$ cat src/rtl/vf_pkg.sv
package vf_pkg;
  localparam int RGB_SLOTS  = 3;
  localparam int YCC_SLOTS  = 4;
  localparam int MAX_SLOTS  = 4;
  localparam int SLOT_PAIR  = 2;
  localparam int SLOT_LUMA2 = 3;

  typedef struct packed {
    logic ycc;
    logic swap;
    logic rev;
  } vf_cfg_t;
endpackage

$ cat src/rtl/vf_cfg_latch.sv
module vf_cfg_latch
  import vf_pkg::*;
(
  input  logic    clk,
  input  logic    rst_n,
  input  logic    line_start,
  input  vf_cfg_t cfg_in,
  output vf_cfg_t cfg_q,
  output vf_cfg_t cfg_eff
);
  // settings move only on a line-start cycle; that cycle already uses them
  assign cfg_eff = line_start ? cfg_in : cfg_q;

  always_ff @(posedge clk or negedge rst_n) begin
    if (!rst_n) cfg_q <= '0;
    else if (line_start) cfg_q <= cfg_in;
  end
endmodule

$ cat src/rtl/vf_phase_seq.sv
module vf_phase_seq
  import vf_pkg::*;
#(
  parameter int PH_W = $clog2(MAX_SLOTS)
) (
  input  logic            clk,
  input  logic            rst_n,
  input  logic            line_start,
  input  logic            in_valid,
  input  logic            ycc,
  output logic [PH_W-1:0] phase_q,
  output logic [PH_W-1:0] phase_eff,
  output logic            ev_rgb_done,
  output logic            ev_pair_done,
  output logic            ev_luma2
);
  localparam logic [PH_W-1:0] RGB_LAST  = PH_W'(RGB_SLOTS - 1);
  localparam logic [PH_W-1:0] YCC_LAST  = PH_W'(YCC_SLOTS - 1);
  localparam logic [PH_W-1:0] PAIR_SLOT = PH_W'(SLOT_PAIR);
  localparam logic [PH_W-1:0] L2_SLOT   = PH_W'(SLOT_LUMA2);

  logic [PH_W-1:0] last_slot;
  logic [PH_W-1:0] phase_nxt;

  assign phase_eff = line_start ? '0 : phase_q;
  assign last_slot = ycc ? YCC_LAST : RGB_LAST;

  assign ev_rgb_done  = in_valid && !ycc && (phase_eff == RGB_LAST);
  assign ev_pair_done = in_valid &&  ycc && (phase_eff == PAIR_SLOT);
  assign ev_luma2     = in_valid &&  ycc && (phase_eff == L2_SLOT);

  always_comb begin
    phase_nxt = phase_eff;
    if (in_valid) phase_nxt = (phase_eff == last_slot) ? '0 : phase_eff + 1'b1;
  end

  always_ff @(posedge clk or negedge rst_n) begin
    if (!rst_n) phase_q <= '0;
    else        phase_q <= phase_nxt;
  end
endmodule

$ cat src/rtl/vf_assemble.sv
module vf_assemble
  import vf_pkg::*;
#(
  parameter int COMP_W = 8,
  parameter int PH_W   = $clog2(MAX_SLOTS)
) (
  input  logic              clk,
  input  logic              rst_n,
  input  logic              in_valid,
  input  logic [COMP_W-1:0] in_byte,
  input  vf_cfg_t           cfg_eff,
  input  logic [PH_W-1:0]   phase_eff,
  input  logic              ev_rgb_done,
  input  logic              ev_pair_done,
  input  logic              ev_luma2,
  output logic              rgb_valid,
  output logic [3*COMP_W-1:0] rgb_data,
  output logic              ycc_valid,
  output logic [COMP_W-1:0] y_data,
  output logic [COMP_W-1:0] cb_data,
  output logic [COMP_W-1:0] cr_data
);
  localparam int HOLD = RGB_SLOTS - 1;

  function automatic logic [COMP_W-1:0] comp_fix(input logic [COMP_W-1:0] x, input logic rev);
    return rev ? ~x : x;
  endfunction

  function automatic logic [3*COMP_W-1:0] rgb_pack(input logic [COMP_W-1:0] first,
                                                   input logic [COMP_W-1:0] mid,
                                                   input logic [COMP_W-1:0] last,
                                                   input logic swap);
    return swap ? {last, mid, first} : {first, mid, last};
  endfunction

  logic [COMP_W-1:0] fixed;
  logic [COMP_W-1:0] slot_q [HOLD];

  assign fixed = comp_fix(in_byte, cfg_eff.rev);

  always_ff @(posedge clk or negedge rst_n) begin
    if (!rst_n) begin
      for (int i = 0; i < HOLD; i++) slot_q[i] <= '0;
    end else begin
      for (int i = 0; i < HOLD; i++)
        if (in_valid && phase_eff == PH_W'(i)) slot_q[i] <= fixed;
    end
  end

  always_ff @(posedge clk or negedge rst_n) begin
    if (!rst_n) begin
      rgb_valid <= 1'b0;
      rgb_data  <= '0;
    end else begin
      rgb_valid <= ev_rgb_done;
      if (ev_rgb_done) rgb_data <= rgb_pack(slot_q[0], slot_q[1], fixed, cfg_eff.swap);
    end
  end

  always_ff @(posedge clk or negedge rst_n) begin
    if (!rst_n) begin
      ycc_valid <= 1'b0;
      y_data    <= '0;
      cb_data   <= '0;
      cr_data   <= '0;
    end else begin
      ycc_valid <= ev_pair_done || ev_luma2;
      if (ev_pair_done) begin
        y_data  <= slot_q[1];
        cb_data <= cfg_eff.swap ? fixed : slot_q[0];
        cr_data <= cfg_eff.swap ? slot_q[0] : fixed;
      end else if (ev_luma2) begin
        y_data  <= fixed;
      end
    end
  end
endmodule

$ cat src/rtl/vf_byte_formatter.sv
module vf_byte_formatter
  import vf_pkg::*;
#(
  parameter int COMP_W = 8
) (
  input  logic                clk,
  input  logic                rst_n,
  input  logic                cfg_ycc,
  input  logic                cfg_order,
  input  logic                cfg_rev,
  input  logic                line_start,
  input  logic                in_valid,
  input  logic [COMP_W-1:0]   in_byte,
  output logic                rgb_valid,
  output logic [3*COMP_W-1:0] rgb_data,
  output logic                ycc_valid,
  output logic [COMP_W-1:0]   y_data,
  output logic [COMP_W-1:0]   cb_data,
  output logic [COMP_W-1:0]   cr_data
);
  localparam int PH_W = $clog2(MAX_SLOTS);

  vf_cfg_t         cfg_in, cfg_q, cfg_eff;
  logic [PH_W-1:0] phase_q, phase_eff;
  logic            ev_rgb_done, ev_pair_done, ev_luma2;

  assign cfg_in = '{ycc: cfg_ycc, swap: cfg_order, rev: cfg_rev};

  vf_cfg_latch u_cfg (
    .clk(clk), .rst_n(rst_n), .line_start(line_start),
    .cfg_in(cfg_in), .cfg_q(cfg_q), .cfg_eff(cfg_eff)
  );

  vf_phase_seq #(.PH_W(PH_W)) u_seq (
    .clk(clk), .rst_n(rst_n), .line_start(line_start), .in_valid(in_valid),
    .ycc(cfg_eff.ycc), .phase_q(phase_q), .phase_eff(phase_eff),
    .ev_rgb_done(ev_rgb_done), .ev_pair_done(ev_pair_done), .ev_luma2(ev_luma2)
  );

  vf_assemble #(.COMP_W(COMP_W), .PH_W(PH_W)) u_asm (
    .clk(clk), .rst_n(rst_n), .in_valid(in_valid), .in_byte(in_byte),
    .cfg_eff(cfg_eff), .phase_eff(phase_eff),
    .ev_rgb_done(ev_rgb_done), .ev_pair_done(ev_pair_done), .ev_luma2(ev_luma2),
    .rgb_valid(rgb_valid), .rgb_data(rgb_data),
    .ycc_valid(ycc_valid), .y_data(y_data), .cb_data(cb_data), .cr_data(cr_data)
  );
endmodule

$ cat config.mk
export PLATFORM = sky130hd
export DESIGN_NAME = vf_byte_formatter
export DESIGN_NICKNAME = d
export VERILOG_FILES = /design/src/rtl/vf_pkg.sv /design/src/rtl/vf_cfg_latch.sv /design/src/rtl/vf_phase_seq.sv /design/src/rtl/vf_assemble.sv /design/src/rtl/vf_byte_formatter.sv
export SDC_FILE = /design/constraint.sdc
export NUM_CORES = 1
export LEC_CHECK = 0
export BUFFER_PORTS_ARGS = -buffer_cell sky130_fd_sc_hd__buf_2
export CORE_MARGIN = 1.5
export CORE_UTILIZATION = 59
export CTS_CLUSTER_SIZE = 28
export DETAILED_ROUTE_END_ITERATION = 8
export PLACE_DENSITY = 0.94
export REMOVE_ABC_BUFFERS = 1
export SKIP_CTS_REPAIR_TIMING = 1
export SLEW_MARGIN = 15
export SYNTH_ARGS = -nofsm -noshare
export SYNTH_HDL_FRONTEND = slang
export SYNTH_HIERARCHICAL = 1
export SYNTH_SLANG_ARGS = --single-unit
$ cat constraint.sdc
create_clock -name clk -period 6.09 [get_ports clk]
set_clock_uncertainty 0.15 [all_clocks]
set_input_delay 0.609 -clock clk [delete_from_list [all_inputs] [get_ports clk]]
set_output_delay 0.609 -clock clk [all_outputs]
set_load 0.02 [all_outputs]
* Word-level counts from Yosys, hierarchy flattened
Cells that the tools add are included.
** Operators by class
- Add/sub/neg operators :: 1
- Eq/ne operators :: 4
- Mux-type cells :: 11
- Bitwise operators :: 1
- Reduce and logical (&&, ||, !) cells :: 11
** Operators by type and width (count)
- $mux 8 :: 5
- $mux 24 :: 1
- $not 8->8 :: 1
- $logic_and 1x1->1 :: 7
- $mux 2 :: 3
- $eq 2x2->1 const B :: 2
- $mux 3 :: 1
- $add 2x1->2 const B :: 1
- $eq 2x1->1 const B :: 1
- $eq 2x2->1 :: 1
- $logic_not 2->1 :: 1
- $reduce_bool 2->1 :: 1
- $logic_not 1->1 :: 1
- $logic_or 1x1->1 :: 1
- $mux 1 :: 1
** Word-level totals
- Flip-flop bits (word level) :: 71
- Input port bits :: 15
- Output and inout port bits :: 50
- Word-level logic and storage cells :: 40

* Logic depth before layout (Yosys ltp)
- Depth after elaboration :: 5
- Mapped depth :: 8
- Depth with buffers taken out :: 6

* Modules after synthesis
The synthesis kept the hierarchy.
** Modules (own cells, without submodules)
- vf_assemble :: instances 1, cells each 230, area an instance 2987.9 um^2, seq. area each 1651.6 um^2
- vf_phase_seq :: instances 1, cells each 17, area an instance 158.9 um^2, seq. area each 50.0 um^2
- vf_cfg_latch :: instances 1, cells each 6, area an instance 108.9 um^2, seq. area each 75.1 um^2

* Worst setup path after synthesis
Ideal clock, no wire load.
- Kind :: input to register
- Start :: input port line_start
- End :: register u_asm.y_data[0]
- Setup time :: 0.126 ns
- Arrival time :: 1.937 ns
- Data required time :: 5.814 ns
- Slack :: 3.877 ns
- Stages :: 8
- Cell sequence :: nor2b_2 > inv_1 > ha_1 > and3_1 > buf_4 > buf_2 > and2_1 > a221o_1
** On the way
- Word-level cells in the longest chain between the ends :: 4
** Ends and longest elaborated chain
- start, declared :: RTL line vf_byte_formatter.sv:11 : input logic line_start,
- $mux 2 or $mux 3 (tied branches)
- $eq 2x2->1 or $logic_and 1x1->1 (tied branches) :: RTL line vf_phase_seq.sv:29 : assign ev_pair_done = in_valid && ycc && (phase_eff == PAIR_SLOT);
- $logic_and 1x1->1 * :: RTL line vf_phase_seq.sv:29
- via ev_pair_done :: RTL line vf_byte_formatter.sv:25 : logic ev_rgb_done, ev_pair_done, ev_luma2;
- $mux 8 or $reduce_bool 2->1 (tied branches)
- end signal, assigned :: RTL line vf_assemble.sv:69 : y_data <= slot_q[1];
- end signal, assigned :: RTL line vf_assemble.sv:73 : y_data <= fixed;
- end, declared :: RTL line vf_assemble.sv:19 : output logic [COMP_W-1:0] y_data,
The timed path passes the listed nets; every way through them passes the cells marked *. The select of a mux whose other input is x is not followed.
A chain may end at the register's enable or synchronous reset.

* Worst setup path in the final report
- Start :: register u_seq.phase_q[0]
- End :: register u_asm.y_data[6]
** On the way
- Word-level cells in the longest chain between the ends :: 4
** Ends and longest elaborated chain
- start, declared :: RTL line vf_phase_seq.sv:11 : output logic [PH_W-1:0] phase_q,
- start signal, assigned :: RTL line vf_phase_seq.sv:39 : else phase_q <= phase_nxt;
- $mux 2 * :: RTL line vf_phase_seq.sv:25 : assign phase_eff = line_start ? '0 : phase_q;
- via phase_eff[0] :: RTL line vf_byte_formatter.sv:24 : logic [PH_W-1:0] phase_q, phase_eff;
- $eq 2x2->1 * :: RTL line vf_phase_seq.sv:29
- $logic_and 1x1->1 * :: RTL line vf_phase_seq.sv:29
- via ev_pair_done :: RTL line vf_byte_formatter.sv:25
- $mux 8 or $reduce_bool 2->1 (tied branches)
The timed path passes the listed nets; every way through them passes the cells marked *.

==> reports/qor.csv <==
metric;value;unit
ant diodes;0;
initial antenna violation count;0;
status;finished, final reports clean;
Vias/cell;5.81;
hold_ws;303;ps
dpl hpwl;4.46;mm
fin nets;330;
fmax;370;MHz
reg2reg start;u_seq/phase_q[0];
initial drt markers;192;
vias in the first global route;2256;
Critical Path AT;2770;ps
synth warn;6;
remaining antenna violation count after routing;0;
via count;2250;
Total GRT Usage;24.9;%
Worst EP required;6150;ps
Cell variety after synth;37;
die area;0.00597;sq mm
first-pass GRT wire length;11.4;mm
clk root buf;clkbuf_8;
share of layout cells above drive strength 1;33.8;%
CP Class;register to register;
PwrDens;477;mW/mm^2
area leader, netlist;dfrtp_1;
RSZ-0062 raised after global routing;false;
crit path from;u_seq/phase_q[0];
pin count of the biggest net entering global routing;72;
Synth-to-Final Area Change;15.3;%
FP Rows;26;
IO Pins;65;
Seq/Total Area, Yosys;54.6;%
CTS tree;yes;
Syn Area/Cell;12.9;sq um
commonest cells in the netlist;dfrtp_1, a221o_1, mux2_2, nand2b_1;
Clk Latency, worst-skew pair;340;ps
RePlAce Congestion;0.783;
r2r setup slk;3390;ps
Post-Syn Instances;253;
die extent in y;77.3;um
Clock Pin Slew Worst Setup and Hold Paths;70;ps
Port Buf Inserts;64;
Initial Util;62.5;%
Max-slew headroom;34.9;%
PnR Total Power;1.79;mW
Final min period;2700;ps
WL/cell;17.1;um
Num CTS Buffers;9;
worst min-delay path category;primary input to async pin;
GRT Residual Overflow;0;
kind of start point of the critical path;register;
Max Root-Sink Buffers;2;
clock tree sinks;71;
DR pass1 iterations;4;
die span in x;77.3;um
total of max-cap violations;0;
Max Slew Vio Count;0;
DRC;0;
Yosys top cell area share;54.6;%
pre-CTS WS;3150;ps
Core Footprint;0.00520;sq mm
fin crit share;44.4;%
final hold violation count;0;
Worst Slack Setup Final;3390;ps
Synth Flop Type;dfrtp_1;
Worst Max-Slew Pin Slew;976;ps
CTS H-tree lvls;3;
crit-path max FO;31;
most common cell in the netlist;dfrtp_1;
count of final setup violators;0;
flops & latches, synth;71;
CP Capture Type;register;
top post-synthesis cells by area;dfrtp_1, mux2_2, a221o_1;
Setup TNS Final;0;ps
Cell Area, Synth;0.00326;sq mm
ys async rst share;100;%
Post-synth EDFFs;0;
Max VDD drop;264;uV
LEAKAGE;1.78;nW
routed wire length;6.60;mm
==> metal layers <==
metal	vias to the layer above	wire length (um)	GRT usage, %
met3	10	436	6.07
met2	93	3340	38.9
met4	0	83	11.5
met1	1115	2740	32.8
li1	1032	-	-
met5	-	0	0
==> metrics by stage <==
step | std cells | area [sq um] | utilization, %
after detailed placement | 373 | 3570 | 68.7
final | 387 | 3750 | 72.1
after global routing | 387 | 3750 | 72.1
after global placement | 373 | 3570 | 68.7
after CTS | 387 | 3750 | 72.1
after floorplan | 237 | 3150 | -
==> state kept, by name, indices dropped and copies added, names as in the netlist <==
name and flops:
u_asm/rgb_data 24, u_asm/slot_q 16, u_asm/cb_data 8, u_asm/cr_data 8
u_asm/y_data 8, u_cfg/cfg_q 3, u_seq/phase_q 2, u_asm/rgb_valid 1
u_asm/ycc_valid 1
==> worst max-delay path: stages, from the launching register on <==
cell,delay [ps]
dfrtp_1,400
nor2b_2,200
inv_1,100
ha_1,170
and3_1,810
nor2b_1,330
a221o_1,420
==> cell usage in the layout, fill, tap and decap left out, types with 5 or more instances in the layout <==
master,count
a221o_1,22
and2_0,5
buf_2,64
clkbuf_8,10
dfrtp_1,71
mux2_1,6
mux2_2,22
nand2b_1,19
nand3_1,9
nand3b_1,8
nor2b_1,16
o211ai_1,16
xnor2_1,9
xor2_1,6
==> final timing paths <==
| check | end | cells after the start |
|---|---|---|
| max | u_asm/y_data[6] | 6 |
| min reg2reg | u_asm/rgb_data[14] | 1 |
| max reg2reg | u_asm/y_data[6] | 6 |
| max in group asynchronous | u_asm/rgb_data[22] | 2 |
| min | u_seq/phase_q[1] | 2 |
| min in group clk | u_asm/rgb_data[14] | 1 |
==> kinds of logic (layout without fill, tap and decap cells) <==
| family | count (synthesis) | in the layout | share of synthesized area, % |
|---|---|---|---|
| fa+ha+maj | 1 | 1 | 0.384 |
| flops | 71 | 71 | 54.6 |
| mux | 28 | 28 | 9.68 |
| xor+xnor | 17 | 17 | 5.38 |
| buf+inv | 19 | 83 | 3.57 |
| compound gates | 43 | 43 | 11.6 |
| simple gates | 74 | 74 | 14.8 |
==> cell type report <==
cell class / count / area (sq um)
Clock buffer: 13 / 149
Clock inverter: 1 / 30.0
Fill cell: 379 / 1450
Inverter: 3 / 11.3
Multi-Input combinational cell: 163 / 1360
Sequential cell: 71 / 1780
Tap cell: 70 / 87.6
Timing Repair Buffer: 66 / 335
==> power breakdown <==
group	switching, mW	internal, mW
logic	0.379	0.276
clock network	0.155	0.196
registers	0.123	0.660
(Power assumes the default switching activity.)
